File: config.mk
export PLATFORM = sky130hd
export DESIGN_NAME = rec_xfer_engine
export DESIGN_NICKNAME = d
export VERILOG_FILES = /design/src/rtl/rec_xfer_engine.sv
export SDC_FILE = /design/constraint.sdc
export NUM_CORES = 1
export LEC_CHECK = 0
export BUFFER_PORTS_ARGS = -buffer_cell sky130_fd_sc_hd__buf_2
export CAP_MARGIN = 20
export CORE_MARGIN = 2
export CORE_UTILIZATION = 52
export CTS_CLUSTER_SIZE = 14
export DETAILED_ROUTE_END_ITERATION = 16
export PLACE_DENSITY = 0.81
export SLEW_MARGIN = 20
export SYNTH_ARGS = -nofsm -noshare
export SYNTH_HDL_FRONTEND = slang
export SYNTH_SLANG_ARGS = --single-unit
File: constraint.sdc
create_clock -name clk -period 5.4 [get_ports clk]
set_clock_uncertainty 0.1 [all_clocks]
set_input_delay 0.81 -clock clk [delete_from_list [all_inputs] [get_ports clk]]
set_output_delay 0.81 -clock clk [all_outputs]
set_load 0.05 [all_outputs]
File: src/rtl/rec_xfer_engine.sv
module rec_xfer_engine #(
  parameter int BUF_BYTES = 4096,
  parameter int NSLOTS    = 16,
  parameter int MIN_REC   = 128
) (
  input  logic                                         clk,
  input  logic                                         rst_n,
  input  logic                                         start,
  input  logic                                         op_read,
  input  logic [31:0]                                  rec_offset,
  input  logic [$clog2(NSLOTS)-1:0]                    slot_sel,
  output logic                                         busy,
  output logic                                         done,
  output logic [1:0]                                   status,
  output logic [63:0]                                  rec_id,
  output logic                                         ex_en,
  output logic                                         ex_we,
  output logic [$clog2(BUF_BYTES/8)-1:0]               ex_addr,
  output logic [7:0]                                   ex_be,
  output logic [63:0]                                  ex_wdata,
  input  logic [63:0]                                  ex_rdata,
  output logic                                         sl_en,
  output logic                                         sl_we,
  output logic [$clog2(NSLOTS)+$clog2(BUF_BYTES/8)-1:0] sl_addr,
  output logic [7:0]                                   sl_be,
  output logic [63:0]                                  sl_wdata,
  input  logic [63:0]                                  sl_rdata
);
  localparam int WORDS = BUF_BYTES / 8;
  localparam int AW    = $clog2(WORDS);
  localparam int SLW   = $clog2(NSLOTS);
  localparam int CW    = AW + 1;
  localparam logic [31:0] OFF_LIM = 32'(BUF_BYTES - MIN_REC);
  localparam logic [31:0] BUF_LEN = 32'(BUF_BYTES);
  localparam logic [31:0] MIN_LEN = 32'(MIN_REC);
  localparam logic [1:0]  ST_OK   = 2'b00;
  localparam logic [1:0]  ST_FAIL = 2'b11;

  typedef enum logic [2:0] {S_IDLE, S_CHK, S_LEN, S_ID, S_COPY, S_DRAIN, S_FIN} state_t;

  state_t          state;
  logic            rd_q;
  logic [31:0]     off_q;
  logic [SLW-1:0]  slot_q;
  logic [31:0]     len_q;
  logic [CW-1:0]   nw_q;
  logic [CW-1:0]   cnt;
  logic [CW-1:0]   k1;
  logic            pv;
  logic [1:0]      status_q;
  logic [63:0]     id_q;

  logic [63:0] src_rd;
  logic [31:0] len_f;
  logic [31:0] room;
  logic [31:0] nw_f;
  logic        off_bad, len_bad, id_bad;
  logic [CW-1:0] ndst;
  logic [AW-1:0] wo;
  logic [63:0] pad_data;
  logic [7:0]  lane_in;

  assign src_rd  = rd_q ? sl_rdata : ex_rdata;
  assign len_f   = src_rd[63:32];
  assign room    = BUF_LEN - off_q;
  assign nw_f    = (len_f + 32'd7) >> 3;
  assign off_bad = (off_q > OFF_LIM) || (off_q[2:0] != 3'd0);
  assign len_bad = (len_f < MIN_LEN) || (len_f > room);
  assign id_bad  = (src_rd == 64'd0) || (src_rd == {64{1'b1}});
  assign ndst    = rd_q ? nw_q : CW'(WORDS);
  assign wo      = off_q[AW+2:3];

  for (genvar b = 0; b < 8; b++) begin : g_lane
    assign lane_in[b] = (32'({k1, 3'(b)}) < len_q);
    assign pad_data[8*b +: 8] = lane_in[b] ? src_rd[8*b +: 8] : 8'hFF;
  end

  assign busy   = (state != S_IDLE);
  assign done   = (state == S_FIN);
  assign status = status_q;
  assign rec_id = id_q;

  logic          src_req;
  logic [AW-1:0] src_idx;

  always_comb begin
    src_req = 1'b0;
    src_idx = '0;
    case (state)
      S_CHK:  begin src_req = !off_bad;              src_idx = AW'(2);  end
      S_LEN:  begin src_req = !rd_q && !len_bad;     src_idx = AW'(12); end
      S_COPY: begin src_req = (cnt < nw_q);          src_idx = cnt[AW-1:0]; end
      default: ;
    endcase
  end

  always_comb begin
    ex_en    = 1'b0;
    ex_we    = 1'b0;
    ex_addr  = '0;
    ex_be    = 8'h00;
    ex_wdata = '0;
    sl_en    = 1'b0;
    sl_we    = 1'b0;
    sl_addr  = '0;
    sl_be    = 8'h00;
    sl_wdata = '0;
    if (src_req) begin
      if (rd_q) begin
        sl_en   = 1'b1;
        sl_addr = {slot_q, src_idx};
      end else begin
        ex_en   = 1'b1;
        ex_addr = wo + src_idx;
      end
    end
    if (pv) begin
      if (rd_q) begin
        ex_en    = 1'b1;
        ex_we    = 1'b1;
        ex_addr  = wo + k1[AW-1:0];
        ex_be    = lane_in;
        ex_wdata = pad_data;
      end else begin
        sl_en    = 1'b1;
        sl_we    = 1'b1;
        sl_addr  = {slot_q, k1[AW-1:0]};
        sl_be    = 8'hFF;
        sl_wdata = pad_data;
      end
    end
  end

  always_ff @(posedge clk or negedge rst_n) begin
    if (!rst_n) begin
      state    <= S_IDLE;
      rd_q     <= 1'b0;
      off_q    <= '0;
      slot_q   <= '0;
      len_q    <= '0;
      nw_q     <= '0;
      cnt      <= '0;
      k1       <= '0;
      pv       <= 1'b0;
      status_q <= ST_OK;
      id_q     <= '0;
    end else begin
      pv <= 1'b0;
      case (state)
        S_IDLE: if (start) begin
          rd_q   <= op_read;
          off_q  <= rec_offset;
          slot_q <= slot_sel;
          state  <= S_CHK;
        end
        S_CHK: begin
          if (off_bad) begin
            status_q <= ST_FAIL;
            state    <= S_FIN;
          end else begin
            state <= S_LEN;
          end
        end
        S_LEN: begin
          len_q <= len_f;
          nw_q  <= nw_f[CW-1:0];
          cnt   <= '0;
          if (len_bad) begin
            status_q <= ST_FAIL;
            state    <= S_FIN;
          end else if (rd_q) begin
            state <= S_COPY;
          end else begin
            state <= S_ID;
          end
        end
        S_ID: begin
          id_q <= src_rd;
          if (id_bad) begin
            status_q <= ST_FAIL;
            state    <= S_FIN;
          end else begin
            state <= S_COPY;
          end
        end
        S_COPY: begin
          pv  <= 1'b1;
          k1  <= cnt;
          cnt <= cnt + 1'b1;
          if (cnt == ndst - 1'b1) state <= S_DRAIN;
        end
        S_DRAIN: begin
          status_q <= ST_OK;
          state    <= S_FIN;
        end
        default: state <= S_IDLE;
      endcase
    end
  end
endmodule

==> results.json <==
{
  "run_status": "finished, violations left",
  "violations": "negative setup slack",
  "worstMarginPinSlew_ns": 1.17,
  "synth_edf_count": 0,
  "max-vdd-ir-drop_mv": 0.196,
  "final_common_cell": "buf_2",
  "coreArea_um2": 22800,
  "clk_pin_slew_ns": 0.07,
  "power.net_switching_uw": 840,
  "globalplace.congestion": 1.00,
  "final_cell_mix": "buf_2, nand2_1, dfrtp_1",
  "synth_ff_type": "dfrtp_1",
  "crit_arrival_ns": 4.52,
  "syn_nets": 1733,
  "path_class": "flop to output pin",
  "die-area_um2": 24600,
  "r2r-end": "status[0]",
  "worstPathRequired_ns": 4.49,
  "synth_seq_area_share": 0.346,
  "drive_gt1_frac": 0.310,
  "rsz0062_at_grt": "yes",
  "critPathLaunchType": "flop",
  "place_area_um2": 14800,
  "combPwrFrac": 0.137,
  "slowest_stage": "dfrtp_1",
  "grt_max_degree": 103,
  "seqPwrFrac": 0.422,
  "synth_seq_cells": 168,
  "syn2layout_area_growth_pct": 29.7,
  "sw_frac_of_total": 0.282,
  "maxSlewViolCount": 0,
  "antenna_found_initial": 4,
  "wl_per_cell_um": 23.2,
  "dr.pass1.iters": 5,
  "clkPwrFrac": 0.442,
  "netlist-cell-type-count": 75,
  "fmax_mhz": 184,
  "vias": 13700,
  "track_usage": 0.411,
  "finalInstanceArea_um2": 15800,
  "hpwl_um": 39100,
  "initial_core_util": 0.533,
  "slowest_delay_ns": 0.51,
  "synthArstFlopShare": 1.00,
  "tritoncts": "done",
  "cts.sinks": 168,
  "clockBufferDepth": 2,
  "holdWs_ns": 0.332,
  "min_period_ns": 5.43,
  "syn-cell-area_um2": 12200,
  "cp-end-kind": "output pin",
  "worst_slack_ns": -0.0263,
  "fin_tns_setup_ns": -0.0300,
  "first_iter_violations": 1460,
  "min_period_over_period": 1.00,
  "wl_um": 51700,
  "fillCellCount": 1881,
  "numCtsBuffers": 17,
  "hold_viol_final": 0,
  "io_pins": 406,
  "fp.dieW_um": 157,
  "r2r_cells": 18,
  "root_buffer": "clkbuf_16",
  "leakage_nw": 8.54,
  "clk_latency_ns": 0.44,
  "hold_class": "input pin to asynchronous set/reset pin",
  "crit_fanout": 7,
  "relSlewSlack": 0.218,
  "vias_per_cell": 6.16,
  "io_buffer_count": 405,
  "final-setup-viol-count": 3,
  "cp_cell_sequence": "nor2_1 > nand2_1 > o21ai_1 > buf_4 > nand4_1 > buf_4 > nor2_1 > xor2_1 > ha_1 > a21oi_1 > nor2_1 > a211oi_1 > o21ai_2 > a2111oi_4 > buf_4 > o21ai_4 > o31ai_4 > buf_12",
  "rows": 55,
  "avgSynthCellArea_um2": 8.15,
  "p_per_area_nw_per_um2": 189,
  "hold_buffers": 0,
  "postRouteAntennaNets": 0,
  "p_total_mw": 2.98,
  "r2r_start": "off_q[10]",
  "synth_warnings": 0,
  "final_nets": 2143,
  "syn_inst": 1491,
  "p_int_mw": 2.14,
  "drcViolationCount": 0,
  "die_h_um": 157,
  "grt_pass1_vias": 12600,
  "cap_violations": 0,
  "grt_overflow_total": 0,
  "reg2reg_slack_ns": 1.21,
  "grt_pass1_wl_um": 75400,
  "htree_num_levels": 4
}
-- power by group through the flow --
stage / clock network [mW] / registers (mW) / logic [mW]
2_1_floorplan: 0 / 1.28 / 0.173
3_3_place_gp: 0 / 1.28 / 0.391
3_5_place_dp: 0 / 1.28 / 0.393
4_1_cts: 1.31 / 1.26 / 0.395
5_1_grt: 1.36 / 1.26 / 0.426
6_report: 1.32 / 1.26 / 0.407
-- cell usage after synthesis (all sizes together), types with 4 or more instances --
| cell type | count | area, um2 |
|---|---|---|
| a31oi | 7 | 43.8 |
| or3 | 8 | 60.1 |
| clkbuf | 57 | 214 |
| o21a | 19 | 143 |
| nor2b | 7 | 43.8 |
| nor2 | 130 | 488 |
| nor3 | 31 | 160 |
| and2 | 9 | 56.3 |
| a21oi | 114 | 571 |
| nand3 | 33 | 165 |
| or4 | 5 | 41.3 |
| dfrtp | 168 | 4200 |
| o211ai | 7 | 52.6 |
| xor2 | 18 | 158 |
| and3 | 13 | 81.3 |
| nand4 | 31 | 194 |
| a221oi | 4 | 41.3 |
| xnor2 | 34 | 298 |
| and4 | 5 | 43.8 |
| nor4 | 37 | 238 |
| inv | 96 | 360 |
| a21o | 11 | 82.6 |
| a22oi | 7 | 57.6 |
| nand2 | 203 | 762 |
| ha | 72 | 901 |
| a211oi | 6 | 50.1 |
| o21ai | 161 | 806 |
| o31ai | 8 | 60.1 |
| buf | 33 | 199 |
| mux2 | 32 | 360 |
| nand2b | 4 | 25.0 |
| mux2i | 69 | 691 |
-- worst max path at each step --
stage | from | end | cells past startpoint
2_1_floorplan | off_q[0] | ex_addr[3] | 16
3_3_place_gp | off_q[0] | ex_addr[3] | 18
3_5_place_dp | off_q[0] | ex_addr[3] | 18
4_1_cts | off_q[0] | ex_addr[3] | 17
5_1_grt | off_q[0] | ex_addr[6] | 18
6_report | off_q[10] | ex_addr[6] | 18
-- registers in the layout (all words and copies together), names as in the netlist --
signal,count
pv,1
cnt,10
rd_q,1
slot_q,4
nw_q,10
off_q,32
rec_id,64
k1,10
len_q,32
status,1
state,3
-- layer usage --
metal | global-route usage | vias to the layer above | wire (um)
met4 | 0.204 | 0 | 2210
met2 | 0.638 | 912 | 23300
met3 | 0.110 | 143 | 6120
li1 | - | 6103 | -
met1 | 0.531 | 6562 | 20000
met5 | 0 | - | 0
-- cell type report --
cell class | count | area, um2 | area share
clock buffer | 20 | 467 | 0.0296
clock inverter | 11 | 145 | 0.00921
antenna | 3 | 7.51 | 0.000476
sequential | 168 | 4210 | 0.267
tap | 313 | 392 | 0.0249
inverter | 97 | 364 | 0.0231
multi-input combinational | 1136 | 7400 | 0.470
timing repair buffer | 481 | 2770 | 0.176
-- critical path: cells and delay by family (launching register included) --
family,cells,cell delay [ns]
XOR/XNOR,1,0.19
adder cells (fa/ha/maj),1,0.27
AO/OA/AOI/OAI,7,1.52
flip-flops,1,0.51
AND/OR/NAND/NOR,5,0.78
buffers and inverters,4,0.79
-- timing repair --
item                                    4_1_cts  5_1_grt
endpoints found under the hold margin         0        0
buffers inserted                              1       13
pin swaps                                     1       12
endpoints found under the setup margin       10       10
resized for setup                            11       31
-- per-stage QoR --
stage | instances | worst slack [ns] | utilization
after floorplan | 1491 | -0.343 | -
after global placement | 2181 | 0.191 | 0.650
after detailed placement | 2181 | 0.105 | 0.651
after CTS | 2213 | 0.0334 | 0.679
after global routing | 2228 | -0.121 | 0.692
final | 2229 | -0.0263 | 0.692
-- logic make-up after synthesis --
group	synth area share
and+or+nand+nor	0.200
AOI/OAI and AO/OA	0.189
buffers and inverters	0.0639
DFF	0.346
muxes	0.0865
adders and majority gates	0.0774
xor gates and xnor gates	0.0375
Note: power is estimated with default switching activity, not from simulation.
